===== src/rtl/pbuf_pkg.sv =====
package pbuf_pkg;
    localparam int PKT_W   = 7;
    localparam int CNT_W   = 4;
    localparam int MAX_RUN = 7;

    typedef enum logic [2:0] {
        OP_IDLE  = 3'd0,
        OP_ALLOC = 3'd1,
        OP_RESET = 3'd2,
        OP_ENQ   = 3'd3,
        OP_FREE  = 3'd4,
        OP_RXREL = 3'd5
    } op_e;

    localparam logic [7:0] RES_FAIL = 8'h80;
endpackage


===== src/rtl/pbuf_fifo.sv =====
module pbuf_fifo #(
    parameter int DEPTH = 8,
    parameter int W     = 7
) (
    input  logic         clk,
    input  logic         rst_n,
    input  logic         clr,
    input  logic         push,
    input  logic [W-1:0] push_data,
    input  logic         pop,
    output logic         empty,
    output logic [W-1:0] head
);
    localparam int AW = (DEPTH > 1) ? $clog2(DEPTH) : 1;
    localparam int CW = $clog2(DEPTH + 1);
    localparam logic [AW-1:0] LAST  = AW'(DEPTH - 1);
    localparam logic [CW-1:0] FULLC = CW'(DEPTH);

    typedef struct packed {
        logic [DEPTH-1:0][W-1:0] mem;
        logic [AW-1:0]           rd;
        logic [AW-1:0]           wr;
        logic [CW-1:0]           cnt;
    } fifo_t;

    fifo_t s_d, s_q;
    logic  do_push, do_pop;

    always_comb begin
        s_d     = s_q;
        do_pop  = pop && (s_q.cnt != '0);
        do_push = push && ((s_q.cnt != FULLC) || do_pop);
        if (clr) begin
            s_d.rd  = '0;
            s_d.wr  = '0;
            s_d.cnt = '0;
        end else begin
            if (do_push) begin
                s_d.mem[s_q.wr] = push_data;
                s_d.wr = (s_q.wr == LAST) ? '0 : s_q.wr + 1'b1;
            end
            if (do_pop) begin
                s_d.rd = (s_q.rd == LAST) ? '0 : s_q.rd + 1'b1;
            end
            if (do_push && !do_pop) begin
                s_d.cnt = s_q.cnt + 1'b1;
            end else if (do_pop && !do_push) begin
                s_d.cnt = s_q.cnt - 1'b1;
            end
        end
    end

    always_ff @(posedge clk or negedge rst_n) begin
        if (!rst_n) begin
            s_q <= '0;
        end else begin
            s_q <= s_d;
        end
    end

    assign empty = (s_q.cnt == '0);
    assign head  = s_q.mem[s_q.rd];
endmodule


===== src/rtl/pbuf_window.sv =====
module pbuf_window #(
    parameter int PAGES = 16,
    parameter int BW    = 5,
    parameter int NW    = 4
) (
    input  logic [BW-1:0]    base,
    input  logic [NW-1:0]    len,
    output logic [PAGES-1:0] mask
);
    localparam int SW = ((BW > NW) ? BW : NW) + 1;

    logic [SW-1:0] stop;
    assign stop = SW'(base) + SW'(len);

    for (genvar i = 0; i < PAGES; i++) begin : g_pg
        assign mask[i] = (SW'(i) >= SW'(base)) && (SW'(i) < stop);
    end
endmodule


===== src/rtl/pbuf_slotpick.sv =====
module pbuf_slotpick #(
    parameter int SLOTS = 8,
    parameter int IW    = 3
) (
    input  logic [SLOTS-1:0] used,
    output logic             any_free,
    output logic [IW-1:0]    idx
);
    always_comb begin
        any_free = 1'b0;
        idx      = '0;
        for (int k = SLOTS - 1; k >= 0; k--) begin
            if (!used[k]) begin
                any_free = 1'b1;
                idx      = IW'(k);
            end
        end
    end
endmodule


===== src/rtl/pbuf_alloc.sv =====
module pbuf_alloc
    import pbuf_pkg::*;
#(
    parameter int PAGES = 16,
    parameter int SLOTS = 8
) (
    input  logic             clk,
    input  logic             rst_n,
    input  logic             cmd_valid,
    input  logic [2:0]       cmd_op,
    input  logic [CNT_W-1:0] cmd_count,
    input  logic [PKT_W-1:0] sel_pkt,
    input  logic [1:0]       irq_ack,
    output logic [7:0]       alloc_result,
    output logic             irq_alloc,
    output logic             irq_tx,
    output logic             txq_valid,
    output logic [PKT_W-1:0] txq_pkt,
    input  logic             txq_take,
    input  logic             tx_done_valid,
    input  logic [PKT_W-1:0] tx_done_pkt,
    output logic             txd_empty,
    output logic [PKT_W-1:0] txd_pkt,
    input  logic             txd_pop,
    input  logic             rx_in_valid,
    input  logic [PKT_W-1:0] rx_in_pkt,
    output logic             rx_empty,
    output logic [PKT_W-1:0] rx_pkt
);
    localparam int IW    = (SLOTS > 1) ? $clog2(SLOTS) : 1;
    localparam int PTR_W = $clog2(PAGES + 1);
    localparam int SW    = ((PTR_W > CNT_W) ? PTR_W : CNT_W) + 1;
    localparam logic [PKT_W-1:0] SLOT_LIM = PKT_W'(SLOTS);

    typedef struct packed {
        logic [PAGES-1:0]                 pg_used;
        logic [SLOTS-1:0]                 sl_used;
        logic [SLOTS-1:0][PTR_W-1:0]      sl_base;
        logic [SLOTS-1:0][CNT_W-1:0]      sl_len;
        logic                             busy;
        logic [PTR_W-1:0]                 ptr;
        logic [CNT_W-1:0]                 need;
        logic [7:0]                       result;
        logic                             irq_a;
        logic                             irq_t;
    } st_t;

    st_t s_d, s_q;

    // command decode
    op_e  op;
    logic is_alloc, is_reset, is_enq, is_free, is_rel;
    assign op       = op_e'(cmd_op);
    assign is_alloc = cmd_valid && (op == OP_ALLOC);
    assign is_reset = cmd_valid && (op == OP_RESET);
    assign is_enq   = cmd_valid && (op == OP_ENQ);
    assign is_free  = cmd_valid && (op == OP_FREE);
    assign is_rel   = cmd_valid && (op == OP_RXREL);

    // selected and receive-head packet lookups
    logic          sel_rng, rx_rng, enq_ok, tgt_ok;
    logic [IW-1:0] sel_idx, rx_idx, tgt_idx;
    assign sel_rng = (sel_pkt < SLOT_LIM);
    assign sel_idx = sel_pkt[IW-1:0];
    assign rx_rng  = (rx_pkt < SLOT_LIM);
    assign rx_idx  = rx_pkt[IW-1:0];
    assign enq_ok  = is_enq && sel_rng && s_q.sl_used[sel_idx];
    assign tgt_idx = is_rel ? rx_idx : sel_idx;
    assign tgt_ok  = is_rel ? (!rx_empty && rx_rng && s_q.sl_used[rx_idx])
                            : (is_free && sel_rng && s_q.sl_used[sel_idx]);

    // first-fit scan of one candidate start page per cycle
    logic [PAGES-1:0] scan_mask, rel_mask;
    logic [SW-1:0]    scan_stop;
    logic             scan_over, scan_clash, bad_need;
    logic             any_free;
    logic [IW-1:0]    free_idx;

    pbuf_window #(.PAGES(PAGES), .BW(PTR_W), .NW(CNT_W)) u_scan_win (
        .base (s_q.ptr),
        .len  (s_q.need),
        .mask (scan_mask)
    );

    pbuf_window #(.PAGES(PAGES), .BW(PTR_W), .NW(CNT_W)) u_rel_win (
        .base (s_q.sl_base[tgt_idx]),
        .len  (s_q.sl_len[tgt_idx]),
        .mask (rel_mask)
    );

    pbuf_slotpick #(.SLOTS(SLOTS), .IW(IW)) u_pick (
        .used     (s_q.sl_used),
        .any_free (any_free),
        .idx      (free_idx)
    );

    assign scan_stop  = SW'(s_q.ptr) + SW'(s_q.need);
    assign scan_over  = (scan_stop > SW'(PAGES));
    assign scan_clash = |(scan_mask & s_q.pg_used);
    assign bad_need   = (s_q.need == '0) || (s_q.need > CNT_W'(MAX_RUN));

    always_comb begin
        s_d       = s_q;
        s_d.irq_a = s_q.irq_a & ~irq_ack[0];
        s_d.irq_t = s_q.irq_t & ~irq_ack[1];
        if (tx_done_valid) begin
            s_d.irq_t = 1'b1;
        end

        if (s_q.busy) begin
            if (bad_need || !any_free || scan_over) begin
                s_d.busy   = 1'b0;
                s_d.result = RES_FAIL;
                s_d.irq_a  = 1'b1;
            end else if (!scan_clash) begin
                s_d.busy              = 1'b0;
                s_d.result            = {1'b0, PKT_W'(free_idx)};
                s_d.irq_a             = 1'b1;
                s_d.pg_used           = s_q.pg_used | scan_mask;
                s_d.sl_used[free_idx] = 1'b1;
                s_d.sl_base[free_idx] = s_q.ptr;
                s_d.sl_len[free_idx]  = s_q.need;
            end else begin
                s_d.ptr = s_q.ptr + 1'b1;
            end
        end else if (is_alloc) begin
            s_d.busy = 1'b1;
            s_d.ptr  = '0;
            s_d.need = cmd_count;
        end

        if (tgt_ok) begin
            s_d.pg_used          = s_d.pg_used & ~rel_mask;
            s_d.sl_used[tgt_idx] = 1'b0;
        end

        if (is_reset) begin
            s_d.pg_used = '0;
            s_d.sl_used = '0;
            s_d.busy    = 1'b0;
            s_d.result  = RES_FAIL;
            s_d.irq_a   = 1'b0;
            s_d.irq_t   = 1'b0;
        end
    end

    always_ff @(posedge clk or negedge rst_n) begin
        if (!rst_n) begin
            s_q        <= '0;
            s_q.result <= RES_FAIL;
        end else begin
            s_q <= s_d;
        end
    end

    logic txq_empty;

    pbuf_fifo #(.DEPTH(SLOTS), .W(PKT_W)) u_txq (
        .clk       (clk),
        .rst_n     (rst_n),
        .clr       (is_reset),
        .push      (enq_ok),
        .push_data (sel_pkt),
        .pop       (txq_take),
        .empty     (txq_empty),
        .head      (txq_pkt)
    );

    pbuf_fifo #(.DEPTH(SLOTS), .W(PKT_W)) u_txd (
        .clk       (clk),
        .rst_n     (rst_n),
        .clr       (is_reset),
        .push      (tx_done_valid),
        .push_data (tx_done_pkt),
        .pop       (txd_pop),
        .empty     (txd_empty),
        .head      (txd_pkt)
    );

    pbuf_fifo #(.DEPTH(SLOTS), .W(PKT_W)) u_rxq (
        .clk       (clk),
        .rst_n     (rst_n),
        .clr       (is_reset),
        .push      (rx_in_valid),
        .push_data (rx_in_pkt),
        .pop       (is_rel),
        .empty     (rx_empty),
        .head      (rx_pkt)
    );

    assign txq_valid    = !txq_empty;
    assign alloc_result = s_q.result;
    assign irq_alloc    = s_q.irq_a;
    assign irq_tx       = s_q.irq_t;
endmodule


===== config.mk =====
export PLATFORM = sky130hd
export DESIGN_NAME = pbuf_alloc
export DESIGN_NICKNAME = d
export VERILOG_FILES = /design/src/rtl/pbuf_pkg.sv /design/src/rtl/pbuf_fifo.sv /design/src/rtl/pbuf_window.sv /design/src/rtl/pbuf_slotpick.sv /design/src/rtl/pbuf_alloc.sv
export SDC_FILE = /design/constraint.sdc
export NUM_CORES = 1
export LEC_CHECK = 0
export BUFFER_PORTS_ARGS = -buffer_cell sky130_fd_sc_hd__buf_2
export CELL_PAD_IN_SITES_DETAIL_PLACEMENT = 1
export CELL_PAD_IN_SITES_GLOBAL_PLACEMENT = 1
export CORE_AREA = 2 2 173 175
export DETAILED_ROUTE_END_ITERATION = 10
export DIE_AREA = 0 0 175 177
export PLACE_DENSITY_LB_ADDON = 0.1
export SLEW_MARGIN = 20
export SYNTH_ARGS = -nofsm -noshare
export SYNTH_HDL_FRONTEND = slang
export SYNTH_SLANG_ARGS = --single-unit

===== constraint.sdc =====
create_clock -name clk -period 6.85 [get_ports clk]
set_input_delay 0.3425 -clock clk [delete_from_list [all_inputs] [get_ports clk]]
set_output_delay 0.3425 -clock clk [all_outputs]
set_load 0.005 [all_outputs]

Word level (Yosys, flattened, before mapping)
Index checks and enable logic that the tools add are counted.
{"block": "totals", "reg_bits": 314, "latchBits": 0, "mem_bits_rw": 0, "mem_bits_ro": 0, "inputBits": 37, "out_inout_bits": 34, "word_cells": 376, "mem_count": 0}
{"block": "op_classes", "add_sub_neg": 15, "n_mul": 0, "div": 0, "n_lt_le_gt_ge": 83, "eq_ne": 17, "shifts": 0, "mux": 88, "bitwise": 15, "n_reduce_logical": 101}
{"operator": "96-bit two-way mux", "n": 2}
{"operator": "56-bit bitwise mux", "n": 3}
{"operator": "97-bit two-way mux", "n": 1}
{"operator": "4-bit by 6-bit less-than comparator with 1-bit output, first input constant", "n": 16}
{"operator": "4-bit by 5-bit greater-or-equal comparator with 1-bit output, first input constant", "n": 16}
{"operator": "7-bit binary-select mux with 3-bit select", "n": 3}
{"operator": "7-bit demux with 3-bit select", "n": 3}
{"operator": "3-bit two-way mux", "n": 21}
{"operator": "1-bit logical AND", "n": 60}
{"operator": "10-bit two-way mux", "n": 5}
{"operator": "3-bit by 6-bit less-than comparator with 1-bit output, first input constant", "n": 8}
{"operator": "24-bit two-way mux", "n": 2}
{"operator": "7-bit two-way mux", "n": 6}
{"operator": "40-bit bitwise mux", "n": 1}
{"operator": "3-bit by 5-bit greater-or-equal comparator with 1-bit output, first input constant", "n": 8}
{"operator": "3-bit by 4-bit less-than comparator with 1-bit output, second input constant", "n": 10}
{"operator": "16-bit AND", "n": 2}
{"operator": "32-bit bitwise mux", "n": 1}
{"operator": "4-bit two-way mux", "n": 8}
{"operator": "9-bit two-way mux", "n": 3}
{"operator": "3-bit == test, second input constant", "n": 8}
{"operator": "1-bit by 6-bit less-than comparator with 1-bit output, first input constant", "n": 4}
{"operator": "2-bit by 6-bit less-than comparator with 1-bit output, first input constant", "n": 4}
{"operator": "1-bit by 5-bit greater-or-equal comparator with 1-bit output, first input constant", "n": 4}
{"operator": "41 further kinds", "n": 120}

Depth between registers and ports, before layout
Gate-level depths: netlist of run 1.
{"block": "depth", "ltp_word": 19, "ltp_mapped": 22}

Modules after synthesis
From an unflattened synthesis of run 1, not the netlist that was laid out.
{"block": "hier_totals", "cells_unflattened": 1271, "area_unflattened_um2": 16574.6}
{"module": "pbuf_fifo at u_rxq ...", "n_inst": 2, "cells_each": 216, "area_per_inst_um2": 3209.3, "seq_area_each_um2": 1651.6}
{"module": "pbuf_alloc", "n_inst": 1, "cells_each": 465, "area_per_inst_um2": 5855.6, "seq_area_each_um2": 2803.9}
{"module": "pbuf_fifo at u_txq", "n_inst": 1, "cells_each": 216, "area_per_inst_um2": 3205.6, "seq_area_each_um2": 1651.6}
{"module": "pbuf_window", "n_inst": 2, "cells_each": 71, "area_per_inst_um2": 508.0, "seq_area_each_um2": 0.0}
{"module": "pbuf_slotpick", "n_inst": 1, "cells_each": 16, "area_per_inst_um2": 78.8, "seq_area_each_um2": 0.0}

Worst setup path before layout of run 1
OpenSTA, ideal clock, no wires.
{"block": "synth_path", "path_type": "register -> register", "from": "register u_rxq.s_q[7] in the netlist's numbering", "to": "register s_q[109] in the netlist's numbering", "arrival_time_ps": 4475, "required_time_ps": 6713, "slack_ps": 2238, "stages_incl_launch_ff": 23, "n_path_buf": 5, "synth_period_minus_slack_ps": 4612, "path_cell_list": "dfrtp_1 -> buf_2 -> buf_4 -> mux2i_1 -> mux4_2 -> o21ai_0 -> buf_1 -> clkbuf_1 -> buf_1 -> nand2_1 -> nand3_1 -> o211ai_1 -> o21ai_0 -> ha_1 -> a21oi_1 -> inv_1 -> a21oi_1 -> xnor2_1 -> and3_1 -> mux2_2 -> nor2b_1 -> nor3_1 -> nor3_1"}
{"element": "start, declared", "line_no": "pbuf_fifo.sv:26", "source": "fifo_t s_d, s_q;"}
{"element": "start signal, assigned", "line_no": "pbuf_fifo.sv:55", "source": "s_q <= '0;"}
{"element": "start signal, assigned", "line_no": "pbuf_fifo.sv:57", "source": "s_q <= s_d;"}
{"element": "end, declared", "line_no": "pbuf_alloc.sv:48", "source": "st_t s_d, s_q;"}

==> results.py, run 1 <==
metrics = {
    "placement": {
        "dp.cells": 1737,
        "place_ws_ns": 1.54,
        "globalplace.congestion": 0.889,
        "numPortBuffers": 66,
        "hpwlAfterDp_um": 26900,
    },
    "clocking": {
        "postCtsSetupRepairBufs": 0,
        "cts_tree": "built",
        "clk_latency_ns": 0.52,
        "ctsLongestPathBuffers": 3,
        "cts-root-buf": "clkbuf_16",
        "cts_sinks": 310,
        "numCtsBuffers": 36,
        "path_clk_slew_ns": 0.06,
        "htreeDepth": 2,
    },
    "synth": {
        "synth_cell_types": 75,
        "ys_seq_elements": 310,
        "ys_warn_count": 0,
        "yosysTopAreaCell": "dfrtp_1",
        "syn_inst": 1325,
        "ys_top_cells_by_area": "dfrtp_1 49%, mux2_2 15%, mux4_2 5.8%",
        "synth-seq-area-share": 0.489,
        "syn_area_per_cell_um2": 12.0,
        "synth_edf_count": 0,
        "async_reset_ff_frac": 1.00,
        "ys.flop_type": "dfrtp_1",
        "synth_area_um2": 15900,
        "yosysTopAreaCellShare": 0.488,
    },
    "timing": {
        "hold_viol_final": 0,
        "relSlewSlack": 0.233,
        "setup_viol": 0,
        "finalWorstSetupSlack_ns": 1.42,
        "skew_ns": 0.0196,
        "layout_min_cycle_time_ns": 5.43,
        "finalMaxSlewViolations": 0,
        "max_freq_mhz": 184,
        "tightestPinTransition_ns": 1.14,
        "fin_setup_tns_ns": 0,
        "period_share": 0.793,
        "rsz0062_at_grt": "no",
    },
    "critical_path": {
        "crit_slowest_cell": "dfrtp_1",
        "cp-end-kind": "register",
        "arrival_ns": 5.83,
        "required_ns": 7.25,
        "path_buf_inv": 2,
        "crit_chain": "mux4_2 -> o21ai_4 -> buf_4 -> mux2i_1 -> mux2i_1 -> mux2i_1 -> inv_1 -> ha_1 -> fa_1 -> nand2_1 -> nand2b_1 -> a21oi_1 -> nor2b_1 -> nand2_1 -> nor2_1 -> a21oi_1 -> a211oi_1",
        "crit_path_max_fanout": 22,
        "crit_path_start_kind": "register",
        "max_stage_delay_ns": 0.81,
        "critical_path_class": "register to register",
        "cpMostUsedCell": "mux2i_1",
        "cp_top_family": "multiplexers",
    },
    "floorplan": {
        "start_util": 0.542,
        "pin_count": 71,
        "coreArea_um2": 29200,
        "placement_rows": 63,
        "die_area_um2": 31000,
        "die_h_um": 177,
        "die_width_um": 175,
    },
    "finish": {
        "final_cell_mix": "308 x dfrtp_1, 215 x mux2_2, 105 x nand2_1",
        "final_nets": 1457,
        "areaGrowthSynthToFinish_pct": 12.5,
        "fillers": 2948,
        "antennaDiodeCount": 0,
        "final_common_cell": "dfrtp_1",
        "post-route-util": 0.610,
        "finalNonFillerCells": 1802,
        "drive_above_1_share": 0.299,
    },
    "drt": {
        "drt-pass1-iter-count": 4,
        "drc": 0,
        "totalWireLength_um": 41300,
        "ant_nets": 0,
        "drt-initial-drc-count": 662,
        "routedWlPerCell_um": 22.9,
        "vias_per_cell": 6.08,
        "dr_total_vias": 10950,
    },
    "power": {
        "leakagePower_nw": 8.22,
        "pwr-share-clk": 0.274,
        "seqPwrFrac": 0.391,
        "swShare": 0.347,
        "totalPowerFinal_w": 0.00742,
        "peakVddDrop_mv": 0.294,
        "p_comb_frac": 0.336,
        "p_per_area_nw_per_um2": 416,
        "p_int_w": 0.00485,
        "p_sw_w": 0.00257,
    },
    "run_status": {
        "status": "completed",
    },
    "flow_run": {
        "maxCapViolations": 0,
    },
    "grt": {
        "antenna_found_initial": 0,
        "grt_pass1_wl_um": 68200,
        "grt_overflow": 0,
        "grt_max_degree": 177,
        "grt_pass1_vias": 12179,
        "track_usage": 0.279,
    },
    "min_path": {
        "hp-class": "input port to register",
    },
}
[cell type report]
class / instances / area (µm²) / share of cell area
sequential: 310 / 7760 / 0.435
multi-input combinational: 923 / 7710 / 0.432
clock buffer: 50 / 1070 / 0.0597
timing repair buffer: 87 / 513 / 0.0287
tap: 390 / 488 / 0.0273
clock inverter: 14 / 204 / 0.0114
inverter: 28 / 105 / 0.00589
[sequential cells by signal (all words and copies together) (netlist names)]
name          cells
irq_alloc         1
alloc_result      4
u_txq.s_q        66
irq_tx            1
s_q             106
u_rxq.s_q        66
u_txd.s_q        66
[cells in the mapped netlist, types with 8 or more instances]
library cell	number
nand2_1	105
mux2i_1	60
nor2_1	72
a211oi_1	16
a31oi_1	18
o211ai_1	8
buf_4	9
a21oi_1	54
ha_1	29
mux2_2	215
nand2b_1	10
a21o_1	8
nand3_1	26
nor3b_1	11
clkbuf_1	42
o21ai_0	43
mux4_2	41
inv_1	28
dfrtp_1	309
and3_1	8
nor2b_1	36
and2_1	19
nor3_1	29
buf_1	9
[metal layers]
metal / global-route usage / part of all wire / up-vias
met3: 0.0389 / 0.034 / 78
met4: 0.0868 / 0.027 / 0
met1: 0.368 / 0.44 / 5696
met5: 0 / 0 / -
met2: 0.480 / 0.50 / 219
li1: - / - / 4957
[power by group through the flow]
stage	combinational, W	clock (W)	sequential (W)
finish	0.00249	0.00203	0.00290
global route	0.00273	0.00214	0.00299
CTS	0.00251	0.00208	0.00290
detailed placement	0.00246	0	0.00291
global placement	0.00237	0	0.00287
floorplan	0.00200	0	0.00260
[metrics by stage]
step           area (µm²)  hold WS [ns]
2_1_floorplan       15900        0.0469
3_3_place_gp        16600         0.379
3_5_place_dp        16600         0.382
4_1_cts             17800        0.0457
5_1_grt             17800        0.0676
6_report            17800        0.0608
[repair_timing]
action	in CTS	in global routing
endpoints found under the hold margin	79	0
resized for setup	0	0
hold buffers	1	0
[worst register-to-register path: cells and delay by family, from the launching register on]
| kind | cells | cell delay, ns |
|---|---|---|
| AO/OA/AOI/OAI | 4 | 1.23 |
| adder cells (fa/ha/maj) | 2 | 0.67 |
| buffers and inverters | 2 | 0.45 |
| flip-flops | 1 | 0.81 |
| multiplexers | 4 | 1.37 |
| AND/OR/NAND/NOR | 5 | 0.79 |
[worst paths after layout]
check / startpoint / slack, ns / depth (start not counted) / to
worst max-delay path: u_rxq.s_q[8] / 1.42 / 17 / s_q[102]
worst min-delay path: tx_done_valid / 0.06 / 3 / irq_tx
worst max register to register: u_rxq.s_q[8] / 1.42 / 17 / s_q[102]
worst min register to register: u_txq.s_q[12] / 0.48 / 2 / u_txq.s_q[12]
max in group asynchronous: rst_n / 5.01 / 3 / u_txd.s_q[29]
min in group asynchronous: rst_n / 0.41 / 2 / u_txq.s_q[27]
[cells by family after synthesis]
logic type                 synth area share
AOI/OAI and AO/OA                    0.0836
xor gates and xnor gates            0.00608
adders and majority gates            0.0292
buffers and inverters                0.0267
DFF                                   0.489
muxes                                 0.250
other                              0.000236
and+or+nand+nor                       0.115
(Power assumes the default switching activity.)
==> inputs of run 2 (changes only) <==
--- a/config.mk
+++ b/config.mk
@@ -5,12 +5,13 @@
 export SDC_FILE = /design/constraint.sdc
 export NUM_CORES = 1
 export LEC_CHECK = 0
+export ABC_AREA = 1
 export BUFFER_PORTS_ARGS = -buffer_cell sky130_fd_sc_hd__buf_2
 export CELL_PAD_IN_SITES_DETAIL_PLACEMENT = 1
 export CELL_PAD_IN_SITES_GLOBAL_PLACEMENT = 1
-export CORE_AREA = 2 2 173 175
+export CORE_AREA = 2 2 189 191
 export DETAILED_ROUTE_END_ITERATION = 10
-export DIE_AREA = 0 0 175 177
+export DIE_AREA = 0 0 191 193
 export PLACE_DENSITY_LB_ADDON = 0.1
 export SLEW_MARGIN = 20
 export SYNTH_ARGS = -nofsm -noshare
==> constraint.sdc (replaced) <==
create_clock -name clk -period 5.7 [get_ports clk]
set_input_delay 0.285 -clock clk [delete_from_list [all_inputs] [get_ports clk]]
set_output_delay 0.285 -clock clk [all_outputs]
set_load 0.005 [all_outputs]
==> run 2 against run 1 <==
Via count grew 28%. Total power grew 18%. Cell area grew 1.2%.
==> results.py, run 2 <==
metrics = {
    "timing": {
        "finalMaxSlewViolations": 0,
        "setup_viol": 0,
        "finalWorstSetupSlack_ns": 0.802,
        "relSlewSlack": 0.287,
        "max_freq_mhz": 204,
        "tightestPinTransition_ns": 1.07,
        "layout_min_cycle_time_ns": 4.90,
        "fin_setup_tns_ns": 0,
        "skew_ns": 0.0144,
        "period_share": 0.859,
        "rsz0062_at_grt": "no",
        "hold_viol_final": 0,
    },
    "clocking": {
        "numCtsBuffers": 37,
        "postCtsSetupRepairBufs": 0,
        "cts_tree": "built",
        "path_clk_slew_ns": 0.06,
        "clk_latency_ns": 0.56,
        "cts_sinks": 310,
        "cts_resized": 0,
        "ctsLongestPathBuffers": 3,
        "cts-root-buf": "clkbuf_16",
        "htreeDepth": 2,
    },
    "finish": {
        "final_cell_mix": "523 x nand2_1, 309 x dfrtp_1, 241 x o21ai_0",
        "final_common_cell": "nand2_1",
        "largest_reg_flops": 106,
        "drive_above_1_share": 0.0989,
        "final_nets": 2167,
        "seq_area_um2": 7760,
        "top_register": "s_q",
        "fillers": 4314,
        "multi_input_area_um2": 7150,
        "areaGrowthSynthToFinish_pct": 11.3,
    },
    "drt": {
        "totalWireLength_um": 48600,
        "wl_met3_um": 1670,
        "drt-initial-drc-count": 838,
        "route.top_layer_used": "met4",
        "drt-pass1-iter-count": 5,
        "ant_nets": 0,
        "dr_total_vias": 14017,
        "wirelength_met1_um": 22400,
        "routedWlPerCell_um": 18.8,
        "drc": 0,
        "vias_per_cell": 5.42,
        "wl_met2_um": 23300,
    },
    "grt": {
        "grt_max_degree": 108,
        "antenna_found_initial": 1,
        "grt_pass1_wl_um": 78300,
        "grt_pass1_vias": 14523,
        "grt_overflow": 0,
        "track_usage": 0.270,
    },
    "power": {
        "leakagePower_nw": 8.99,
        "peakVddDrop_mv": 0.317,
        "p_per_area_nw_per_um2": 486,
    },
    "synth": {
        "synth_edf_count": 0,
        "yosysTopAreaCell": "dfrtp_1",
        "syn_area_per_cell_um2": 7.88,
        "syn_inst": 2059,
        "synthTopCellsByCount": "523 x nand2_1, 309 x dfrtp_1, 241 x o21ai_0",
        "synth_cell_types": 51,
        "ys_seq_elements": 310,
        "synth-seq-area-share": 0.478,
        "ys_top_cells_by_area": "dfrtp_1 48%, nand2_1 12%, o21ai_0 7.4%",
        "synth_most_common_cell": "nand2_1",
        "ys_warn_count": 0,
        "ys.flop_type": "dfrtp_1",
        "synth_area_um2": 16200,
        "yosysTopAreaCellShare": 0.477,
        "async_reset_ff_frac": 1.00,
    },
    "critical_path": {
        "worstReg2RegStart": "u_rxq.s_q[8]",
        "crit_start": "u_rxq.s_q[8]",
        "crit_path_max_fanout": 24,
        "crit_path_start_kind": "register",
        "arrival_ns": 5.38,
        "required_ns": 6.18,
        "critical_path_class": "register to register",
        "cp-end-kind": "register",
    },
    "placement": {
        "place_ws_ns": 1.02,
        "globalplace.congestion": 0.908,
        "hpwlAfterDp_um": 33600,
        "numPortBuffers": 66,
    },
    "floorplan": {
        "die_area_um2": 36900,
        "pin_count": 71,
        "coreArea_um2": 35000,
        "die_h_um": 193,
        "die_width_um": 191,
        "placement_rows": 69,
        "start_util": 0.464,
    },
    "run_status": {
        "status": "completed",
    },
    "min_path": {
        "min_from": "cmd_count[3]",
        "hp-class": "input port to register",
    },
    "flow_run": {
        "maxCapViolations": 0,
    },
}
[run 2: cell count changes after synthesis, sizes merged, moves of 18 or more]
cell / change
mux2i: -60
nand2: +421
o21ai: +252
nor3: -25
inv: +203
nand3: +119
mux2: -184
mux4: -41
nor2: +142
and2: -18
o22ai: +22
nor2b: -37
[run 2: worst paths after layout]
path,to,slack (ns),cells after the start
max in group asynchronous,u_txd.s_q[49],4.07,3
worst max register to register,s_q[101],0.80,21
worst min register to register,u_txq.s_q[57],0.46,2
min in group asynchronous,u_rxq.s_q[14],0.38,2
worst min-delay path,s_q[13],0.03,3
worst max-delay path,s_q[101],0.80,21
[run 2: metal layers]
layer / global-route usage / vias up
li1: - / 6770
met1: 0.364 / 6927
met2: 0.455 / 250
met3: 0.0326 / 70
met4: 0.0900 / 0
met5: 0 / -
[run 2: per-stage QoR]
| stage | instance area (µm²) | utilization | instances | power [W] | hold slack [ns] |
|---|---|---|---|---|---|
| after floorplan | 16200 | - | 2062 | 0.00533 | -0.0106 |
| after global placement | 16800 | 0.480 | 2516 | 0.00625 | 0.404 |
| after detailed placement | 16800 | 0.480 | 2516 | 0.00641 | 0.400 |
| after CTS | 18100 | 0.516 | 2585 | 0.00883 | 0.00757 |
| after global routing | 18100 | 0.516 | 2586 | 0.00942 | 0.0359 |
| final | 18100 | 0.516 | 2586 | 0.00877 | 0.0338 |
[run 2: worst max-delay path, cell delays in order (launching register included)]
cell and delay (ns):
dfrtp_1 0.78, nand3_1 0.16, nand3_1 0.14, nand3_1 0.21, nand2_1 0.71, buf_4 0.28, nand2_1 0.07, nand3_1 0.08
nand2_1 0.07, nor2_1 0.26, ha_1 0.24, fa_1 0.19, nand2_1 0.06, inv_1 0.09, o21ai_0 0.13, nor2_1 0.13
nor2_1 0.05, nor2_1 0.53, nand3_1 0.32, nor2_1 0.16, nor2_1 0.05, nor2_1 0.09
[run 2: kinds of logic (layout without fill, tap and decap cells)]
group | Yosys count | count (layout) | share of synthesized area
and+or+nand+nor | 921 | 921 | 0.239
AOI/OAI and AO/OA | 433 | 433 | 0.144
buffers and inverters | 318 | 380 | 0.0816
DFF | 310 | 310 | 0.478
adders and majority gates | 34 | 34 | 0.0285
muxes | 32 | 32 | 0.0222
xor gates and xnor gates | 10 | 10 | 0.00586
other | 1 | 5 | 0.000231
[run 2: report_power, final]
| part | switching [W] | internal, W | total (W) |
|---|---|---|---|
| Sequential | 0.000405 | 0.00276 | 0.00317 |
| Combinational | 0.00210 | 0.00113 | 0.00323 |
| Clock | 0.000941 | 0.00143 | 0.00237 |
| Total | 0.00344 | 0.00532 | 0.00877 |
[run 2: timing repair]
action,in CTS,in global routing
endpoints found under the setup margin,0,0
hold buffers,2,0
endpoints found under the hold margin,103,0
[run 2: final cells by class]
cell class                      instances  area share
Tap cell                              461      0.0319
Clock inverter                          5     0.00159
Multi-Input combinational cell       1434       0.396
Antenna cell                            1    0.000139
Timing Repair Buffer                   79      0.0252
Inverter                              234      0.0487
Clock buffer                           62      0.0666
Sequential cell                       310       0.430
